File: config.mk
export PLATFORM = sky130hd
export DESIGN_NAME = mdu_periph
export DESIGN_NICKNAME = d
export VERILOG_FILES = /design/src/rtl/mdu_pkg.sv /design/src/rtl/mdu_rst_sync.sv /design/src/rtl/mdu_seq.sv /design/src/rtl/mdu_datapath.sv /design/src/rtl/mdu_periph.sv
export SDC_FILE = /design/constraint.sdc
export NUM_CORES = 1
export LEC_CHECK = 0
export BUFFER_PORTS_ARGS = -buffer_cell sky130_fd_sc_hd__buf_2
export CORE_AREA = 4 4 119 110
export CTS_CLUSTER_DIAMETER = 200
export DETAILED_ROUTE_END_ITERATION = 7
export DIE_AREA = 0 0 123 114
export PLACE_DENSITY = 0.61
export SLEW_MARGIN = 20
export SYNTH_ARGS = -nofsm -noshare
export SYNTH_HDL_FRONTEND = slang
export SYNTH_SLANG_ARGS = --single-unit
File: constraint.sdc
create_clock -name clk -period 2.81 [get_ports clk]
set_clock_uncertainty 0.05 [all_clocks]
set_input_delay 0.1405 -clock clk [delete_from_list [all_inputs] [get_ports clk]]
set_output_delay 0.1405 -clock clk [all_outputs]
set_load 0.03 [all_outputs]
File: src/rtl/mdu_pkg.sv
package mdu_pkg;
  typedef enum logic {
    MODE_DIV = 1'b0,
    MODE_MUL = 1'b1
  } mdu_mode_e;

  localparam int CTRL_EN_BIT   = 7;
  localparam int CTRL_MODE_BIT = 0;
endpackage

File: src/rtl/mdu_rst_sync.sv
module mdu_rst_sync (
  input  logic clk,
  input  logic rst_n,
  output logic rst_sn
);
  logic [1:0] sync_q;

  always_ff @(posedge clk or negedge rst_n) begin
    if (!rst_n) begin
      sync_q <= 2'b00;
    end else begin
      sync_q <= {sync_q[0], 1'b1};
    end
  end

  assign rst_sn = sync_q[1];
endmodule

File: src/rtl/mdu_seq.sv
module mdu_seq
  import mdu_pkg::*;
#(
  parameter int W = 16
) (
  input  logic      clk,
  input  logic      rst_n,
  input  logic      ctrl_wr_i,
  input  logic      start_i,
  input  mdu_mode_e mode_i,
  output logic      busy_o,
  output mdu_mode_e mode_o,
  output logic      done_o
);
  localparam int MUL_STEPS = W;
  localparam int DIV_STEPS = 2 * W;
  localparam int CW        = $clog2(DIV_STEPS);

  logic          busy_q, busy_d;
  logic          done_q, done_d;
  logic [CW-1:0] cnt_q, cnt_d;
  mdu_mode_e     mode_q, mode_d;
  logic          last_step;

  always_comb begin
    if (mode_q == MODE_MUL) begin
      last_step = (cnt_q == CW'(MUL_STEPS - 1));
    end else begin
      last_step = (cnt_q == CW'(DIV_STEPS - 1));
    end
  end

  always_comb begin
    busy_d = busy_q;
    cnt_d  = cnt_q;
    mode_d = mode_q;
    done_d = 1'b0;
    if (busy_q) begin
      cnt_d = cnt_q + CW'(1);
      if (last_step) begin
        busy_d = 1'b0;
        done_d = 1'b1;
      end
    end else begin
      if (ctrl_wr_i) begin
        mode_d = mode_i;
      end
      if (start_i) begin
        busy_d = 1'b1;
        cnt_d  = '0;
      end
    end
  end

  always_ff @(posedge clk or negedge rst_n) begin
    if (!rst_n) begin
      busy_q <= 1'b0;
      done_q <= 1'b0;
      cnt_q  <= '0;
      mode_q <= MODE_DIV;
    end else begin
      busy_q <= busy_d;
      done_q <= done_d;
      cnt_q  <= cnt_d;
      mode_q <= mode_d;
    end
  end

  assign busy_o = busy_q;
  assign mode_o = mode_q;
  assign done_o = done_q;
endmodule

File: src/rtl/mdu_datapath.sv
module mdu_datapath
  import mdu_pkg::*;
#(
  parameter int W = 16
) (
  input  mdu_mode_e      mode_i,
  input  logic [2*W-1:0] opr_i,
  input  logic [W-1:0]   rem_i,
  input  logic [W-1:0]   dvs_i,
  output logic [2*W-1:0] opr_o,
  output logic [W-1:0]   rem_o
);
  logic [W:0]   mul_sum;
  logic [W:0]   div_part;
  logic [W:0]   div_diff;
  logic         div_fits;

  always_comb begin
    mul_sum  = {1'b0, opr_i[2*W-1:W]} + {1'b0, (opr_i[0] ? dvs_i : {W{1'b0}})};
    div_part = {rem_i, opr_i[2*W-1]};
    div_fits = (div_part >= {1'b0, dvs_i});
    div_diff = div_part - {1'b0, dvs_i};
    if (mode_i == MODE_MUL) begin
      opr_o = {mul_sum, opr_i[W-1:1]};
      rem_o = rem_i;
    end else begin
      opr_o = {opr_i[2*W-2:0], div_fits};
      rem_o = div_fits ? div_diff[W-1:0] : div_part[W-1:0];
    end
  end
endmodule

File: src/rtl/mdu_periph.sv
module mdu_periph
  import mdu_pkg::*;
#(
  parameter int W  = 16,
  parameter int AW = 4
) (
  input  logic          clk,
  input  logic          rst_n,
  input  logic          wr_en,
  input  logic [AW-1:0] addr,
  input  logic [7:0]    wdata,
  output logic [7:0]    rdata,
  output logic          done
);
  localparam int NB         = W / 8;
  localparam int OPR_BASE   = NB;
  localparam int DVS_BASE   = 3 * NB;
  localparam int CTRL_ADDR  = 4 * NB;
  localparam int DATA_BYTES = 4 * NB;

  logic           rst_sn;
  logic [2*W-1:0] opr_q, opr_d, opr_step;
  logic [W-1:0]   rem_q, rem_d, rem_step;
  logic [W-1:0]   dvs_q, dvs_d;
  logic [2*NB-1:0] wr_opr;
  logic [NB-1:0]   wr_dvs;
  logic           ctrl_wr;
  logic           busy;
  logic           start_s;
  logic           start_mul;
  mdu_mode_e      mode_s;
  mdu_mode_e      mode_wr;
  logic           opr_en, rem_en, dvs_en;
  logic [4*W-1:0] data_flat;
  int             rd_idx;

  mdu_rst_sync u_rst_sync (
    .clk    (clk),
    .rst_n  (rst_n),
    .rst_sn (rst_sn)
  );

  assign ctrl_wr   = wr_en && (int'(addr) == CTRL_ADDR);
  assign mode_wr   = mdu_mode_e'(wdata[CTRL_MODE_BIT]);
  assign start_s   = ctrl_wr && wdata[CTRL_EN_BIT] && !busy;
  assign start_mul = start_s && (mode_wr == MODE_MUL);

  genvar gi;
  generate
    for (gi = 0; gi < 2 * NB; gi++) begin : g_opr_lane
      assign wr_opr[gi] = wr_en && (int'(addr) == OPR_BASE + gi);
    end
    for (gi = 0; gi < NB; gi++) begin : g_dvs_lane
      assign wr_dvs[gi] = wr_en && (int'(addr) == DVS_BASE + gi);
    end
  endgenerate

  mdu_seq #(.W(W)) u_seq (
    .clk       (clk),
    .rst_n     (rst_sn),
    .ctrl_wr_i (ctrl_wr),
    .start_i   (start_s),
    .mode_i    (mode_wr),
    .busy_o    (busy),
    .mode_o    (mode_s),
    .done_o    (done)
  );

  mdu_datapath #(.W(W)) u_dp (
    .mode_i (mode_s),
    .opr_i  (opr_q),
    .rem_i  (rem_q),
    .dvs_i  (dvs_q),
    .opr_o  (opr_step),
    .rem_o  (rem_step)
  );

  assign opr_en = busy || start_mul || (|wr_opr);
  assign rem_en = busy || start_s;
  assign dvs_en = (|wr_dvs) && !busy;

  always_comb begin
    opr_d = opr_q;
    rem_d = rem_q;
    dvs_d = dvs_q;
    if (busy) begin
      opr_d = opr_step;
      rem_d = rem_step;
    end
    if (start_s) begin
      rem_d = '0;
      if (start_mul) begin
        opr_d[2*W-1:W] = '0;
      end
    end
    for (int i = 0; i < 2 * NB; i++) begin
      if (wr_opr[i]) begin
        opr_d[8*i +: 8] = wdata;
      end
    end
    for (int i = 0; i < NB; i++) begin
      if (wr_dvs[i]) begin
        dvs_d[8*i +: 8] = wdata;
      end
    end
  end

  always_ff @(posedge clk or negedge rst_sn) begin
    if (!rst_sn) begin
      opr_q <= '0;
      rem_q <= '0;
      dvs_q <= '0;
    end else begin
      if (opr_en) opr_q <= opr_d;
      if (rem_en) rem_q <= rem_d;
      if (dvs_en) dvs_q <= dvs_d;
    end
  end

  assign data_flat = {dvs_q, opr_q, rem_q};
  assign rd_idx    = int'(addr);

  always_comb begin
    rdata = 8'h00;
    if (rd_idx < DATA_BYTES) begin
      rdata = data_flat[rd_idx*8 +: 8];
    end else if (rd_idx == CTRL_ADDR) begin
      rdata = 8'h00;
      rdata[CTRL_EN_BIT]   = busy;
      rdata[CTRL_MODE_BIT] = mode_s;
    end
  end
endmodule

== Word level (Yosys, flattened, before mapping) ==
Cells that the tools add are included.
Storage, ports and cells
  word-level logic and storage cells: 77
  flip-flop bits (word level): 74
  input port bits: 15
  output and inout bits: 9
Cells by class
  add/subtract/negate cells: 3
  $lt $le $gt $ge: 2
  eq/ne operators: 10
  bitwise gates (word level): 1
  shift operators: 1
  mux-type cells: 23
  reductions and logical operators: 26
Operators by type and width (number)
  $mux W16: 7
  $mux W32: 2
  $shiftx A64 B8 Y8: 1
  $mux W8: 6
  $eq A4 B4 Y1 const B: 5
  $add A16 B16 Y17: 1
  $ge A17 B16 Y1: 1
  $sub A16 B16 Y16: 1
  $logic_and A1 B1 Y1: 11
  $mux W5: 2
  $reduce_and A2 Y1: 5
  $eq A4 B3 Y1 const B: 2
  $mux W1: 6
  $reduce_bool A2 Y1: 3
  $add A5 B1 Y5 const B: 1
  $eq A5 B4 Y1 const B: 1
  $eq A5 B5 Y1 const B: 1
  $lt A4 B4 Y1 const B: 1
  $reduce_or A4 Y1: 1
  $logic_or A1 B1 Y1: 3
  $reduce_and A3 Y1: 1
  $ne A2 B2 Y1 const B: 1
  $reduce_or A2 Y1: 1
  $logic_not A1 Y1: 1
  $not A1 Y1: 1

== Logic depth before layout (Yosys ltp) ==
  depth after elaboration: 8
  gate-level depth with buffers: 12
  gate-level depth less buffers: 11

== By module ==
From an unflattened synthesis, not the netlist that was laid out.
Unflattened totals
  cells, all modules: 710
  area, all modules: 6606.3 µm²
By module, submodules not included
  mdu_periph: cells an instance 303, area each 3522.1 µm², seq. area each 1601.5 µm², instances 1
  mdu_datapath: cells an instance 370, area each 2645.0 µm², seq. area each 0.0 µm², instances 1
  mdu_seq: cells an instance 34, area each 385.4 µm², seq. area each 200.2 µm², instances 1
  mdu_rst_sync: cells an instance 3, area each 53.8 µm², seq. area each 50.0 µm², instances 1

== Worst setup path before layout ==
OpenSTA, ideal clock, no wires.
  kind: reg-to-reg
  from: register opr_q[0]
  to: register opr_q[25]
  library setup time: 0.139 ns
  clock period less this slack: 2.650 ns
  path slack: 0.160 ns
  data required time: 2.621 ns
  cell stages (with the launch flop): 12
  data arrival time: 2.461 ns
  path buffers: 1
  cells stage by stage: dfrtp_1 -> clkbuf_1 -> and2_1 -> ha_1 -> fa_1 -> a21oi_1 -> o211ai_1 -> o31ai_1 -> o21ai_0 -> xor2_1 -> mux2i_1 -> a31oi_1
Between the ends
  word-level cells in the longest chain between the ends: 7
RTL lines
  start: declaration: RTL line mdu_periph.sv:22  | logic [2*W-1:0] opr_q, opr_d, opr_step;
  start signal: assignment: RTL line mdu_periph.sv:114  | if (opr_en) opr_q <= opr_d;
  $mux W16 *: RTL line mdu_datapath.sv:19  | mul_sum = {1'b0, opr_i[2*W-1:W]} + {1'b0, (opr_i[0] ? dvs_i : {W{1'b0}})};
  $add A16 B16 Y17 *: RTL line mdu_datapath.sv:19
  $mux W32 *: RTL line mdu_datapath.sv:23  | if (mode_i == MODE_MUL) begin
  $mux W32 *: RTL line mdu_periph.sv:86  | if (busy) begin
  $mux W16: RTL line mdu_periph.sv:92  | if (start_mul) begin
  $mux W16 *: RTL line mdu_periph.sv:90  | if (start_s) begin
  $mux W8 *: RTL line mdu_periph.sv:97  | if (wr_opr[i]) begin
Mark *: on every way between the ends. The rest lies on a longest branch, timed or not. The select of a mux whose other input is x is not followed.
A chain may end at the register's enable or synchronous reset.

== Final worst setup path ==
  from: register rem_q[4]
  to: register opr_q[0]
Between the ends
  word-level cells in the longest chain between the ends: 4
RTL lines
  start: declaration: RTL line mdu_periph.sv:23  | logic [W-1:0] rem_q, rem_d, rem_step;
  start signal: assignment: RTL line mdu_periph.sv:115  | if (rem_en) rem_q <= rem_d;
  $ge A17 B16 Y1: RTL line mdu_datapath.sv:21  | div_fits = (div_part >= {1'b0, dvs_i});
  $mux W32: RTL line mdu_datapath.sv:23
  $mux W32: RTL line mdu_periph.sv:86
  $mux W8: RTL line mdu_periph.sv:97
No other way between the ends. The select of a mux whose other input is x is not followed.

==> summary.txt <==
Floorplanning
  • IO Pins: 24
  • Total Die Area: 14020 µm²
  • Core ar.: 11840 µm²
  • Die Wd: 123 µm
  • Die height: 114 µm
  • Initial Utilization: 48.87%
  • Row cnt: 38

Synthesis
  • Synth Flop Type: dfrtp_1
  • Post-synthesis sequential area ratio: 32.01%
  • Yosys top cell area share: 32.01%
  • Leading post-synthesis cells by cell area: dfrtp_1, ha_1, mux4_2
  • Area leader, netlist: dfrtp_1
  • Synth Net Count: 684
  • FF+latch count, synth: 74
  • Average size of a mapped cell: 9.125 µm²
  • Yosys warns: 0
  • Mapped Area: 5786 µm²
  • EDFF count, synth: 0
  • Post-Syn Instances: 634
  • FFs w/ async S/R, synth: 100.0%
  • Netlist cell types: 64

Power
  • VDD IR max: 0.0005431 V
  • Total power: 8.332 mW
  • Leak: 2.913 nW
  • PwrDens: 1249 nW/µm²

Hold path
  • Min-Delay Path Depth: 2
  • Hold Startpoint: wdata[0]
  • Hold WC Path Type: in2reg
  • Hold EP: u_seq.mode_o

GRT
  • GRT Total Usage: 26.36%
  • Initial antenna violation count: 0
  • Grt ovf: 0
  • Vias in the first global route: 5131
  • First-pass GRT wire length: 28260 µm
  • Pin count of the biggest net entering global routing: 36

Worst setup path
  • Reg-to-Reg End: opr_q[0]
  • WS Path Type: reg2reg
  • Worst path arrival time: 2.88 ns
  • Maximum fanout along the worst path: 10
  • CP required: 2.99 ns
  • Endpoint type of the worst setup path: register
  • Worst setup startpoint: rem_q[4]
  • R2r startpoint: rem_q[4]
  • R2R setup slack: 0.11 ns
  • Worst setup SP type: register
  • FF-to-FF path depth: 9

Place
  • Dpl cells: 819
  • Final RePlAce weighted congestion: 0.9665
  • Area after DPL: 6215 µm²
  • Post-DP HPWL: 13140 µm
  • I/O Buffers: 23

Clocking
  • Clock sinks: 74
  • H-tree Lvls: 3
  • Clk Latency, worst-skew pair: 0.34 ns
  • CTS buffer count: 9
  • CTS tree: yes
  • Clk buf depth: 2
  • Clock transition at path regs: 0.06 ns
  • Root buffer cell: clkbuf_16

Cells and area
  • Fin area: 6669 µm²
  • Synth-to-layout area growth: 15.27%
  • Final nets: 723
  • Most frequent cells in the layout: dfrtp_1, nand2_1, o21ai_0
  • N_diodes: 0
  • Core Util, Final: 56.33%
  • Commonest non-fill, non-tap cell in the layout: dfrtp_1
  • Fin cells: 838
  • Layout cells sized above 1: 20.50%

STA
  • Count of pins over their slew limit: 0
  • Min Clock Period, post-route: 2.701 ns
  • Worst slew pin tran: 0.5696 ns
  • Unrepaired setup endpoints after global routing: yes
  • Slew HR: 61.80%
  • Fmax: 370.2 MHz
  • Final period util: 96.12%
  • Setup Viol. Count Final: 0
  • Final hold vios: 0

Detailed routing
  • Routed Antenna Nets: 0
  • DR iter-0 viols: 477
  • TritonRoute pass-1 iters: 4
  • DR vias: 5230
  • # DRC: 0
  • Wire per inst: 21.28 µm
  • Drt total wl: 17830 µm
  • DR vias/cell: 6.241

Flow run
  • Max-Cap Viols: 0

Outcome
  • Run status: finished, final reports clean
==> sequential cells by signal (all words and copies together) (netlist names) <==
signal	cells
dvs_q	16
opr_q	32
rem_q	16
u_rst_sync.sync_q	2
u_seq.busy_o	1
u_seq.cnt_q	5
u_seq.done_o	1
u_seq.mode_o	1
==> final cells by class <==
| class | count | area, µm² |
|---|---|---|
| inverter | 27 | 101.3 |
| timing repair buffer | 60 | 395.4 |
| fill | 1050 | 5170 |
| clock buffer | 11 | 252.7 |
| sequential | 74 | 1854 |
| multi-input combinational | 501 | 3765 |
| clock inverter | 5 | 100.1 |
| tap | 160 | 200.2 |
==> synthesized netlist by cell type, types with 10 or more instances <==
library cell / number
a21o_1: 10
nand2_1: 70
ha_1: 33
mux4_2: 16
xnor2_1: 14
nand3_1: 19
nor2_1: 36
and2_1: 19
dfrtp_1: 74
o21ai_0: 56
a21oi_1: 34
clkbuf_1: 25
o21ai_1: 11
mux2_2: 24
mux2i_1: 33
xor2_1: 14
inv_1: 26
==> through the flow <==
stage | hold slack [ns] | TNS [ns] | setup WS, ns
floorplan | -0.2051 | 0 | 0.1597
global placement | -0.1235 | 0 | 0.1521
detailed placement | -0.1201 | 0 | 0.1009
CTS | 0.03270 | 0 | 0.05829
global route | 0.05971 | -0.03495 | -0.01821
finish | 0.04353 | 0 | 0.1091
==> worst max-delay path, stage by stage (launching register included) <==
cell and delay (ns):
dfrtp_1 0.48, ha_2 0.42, o21ai_0 0.10, a211oi_1 0.31, o21ai_2 0.17, nor3_4 0.20
o22ai_4 0.14, o2bb2ai_2 0.25, o21a_1 0.23, o31ai_1 0.22
==> logic make-up (layout without fill, tap and decap cells) <==
| kind of cell | after synthesis | in the layout | synth area share (%) |
|---|---|---|---|
| flip-flops | 74 | 74 | 32.01 |
| other | 1 | 1 | 0.06482 |
| buffers and inverters | 60 | 103 | 4.368 |
| AO/OA/AOI/OAI | 176 | 177 | 19.40 |
| XOR/XNOR | 28 | 28 | 4.239 |
| adder cells (fa/ha/maj) | 35 | 35 | 7.829 |
| AND/OR/NAND/NOR | 187 | 187 | 15.48 |
| multiplexers | 73 | 73 | 16.61 |
==> power breakdown <==
group | internal [mW] | leakage (nW) | total [mW] | switching [mW]
registers | 1.49 | 0.873 | 2.06 | 0.568
clock network | 0.913 | 0.176 | 1.37 | 0.460
logic | 2.19 | 1.86 | 4.90 | 2.71
total | 4.59 | 2.91 | 8.33 | 3.74
==> how the worst max path moves through the flow <==
stage	endpoint	cells past startpoint
2_1_floorplan	opr_q[25]	11
6_report	opr_q[0]	9
5_1_grt	opr_q[25]	10
3_5_place_dp	opr_q[30]	11
3_3_place_gp	opr_q[25]	10
4_1_cts	opr_q[0]	9
==> metal layers <==
metal | GRT usage (%) | up-vias | part of all wire (%)
met5 | 0 | - | 0
met1 | 37.42 | 2560 | 44
met2 | 40.40 | 240 | 45
met3 | 6.396 | 27 | 9.2
met4 | 7.306 | 0 | 2.0
li1 | - | 2403 | -
==> what timing repair did <==
| action | CTS | global route |
|---|---|---|
| resized for setup | 0 | 16 |
| endpoints found under the setup margin | 0 | 19 |
| hold buffers | 1 | 0 |
| hold endpoints to repair | 2 | 0 |
| buffers inserted | 0 | 1 |
Note: power is estimated with default switching activity, not from simulation.
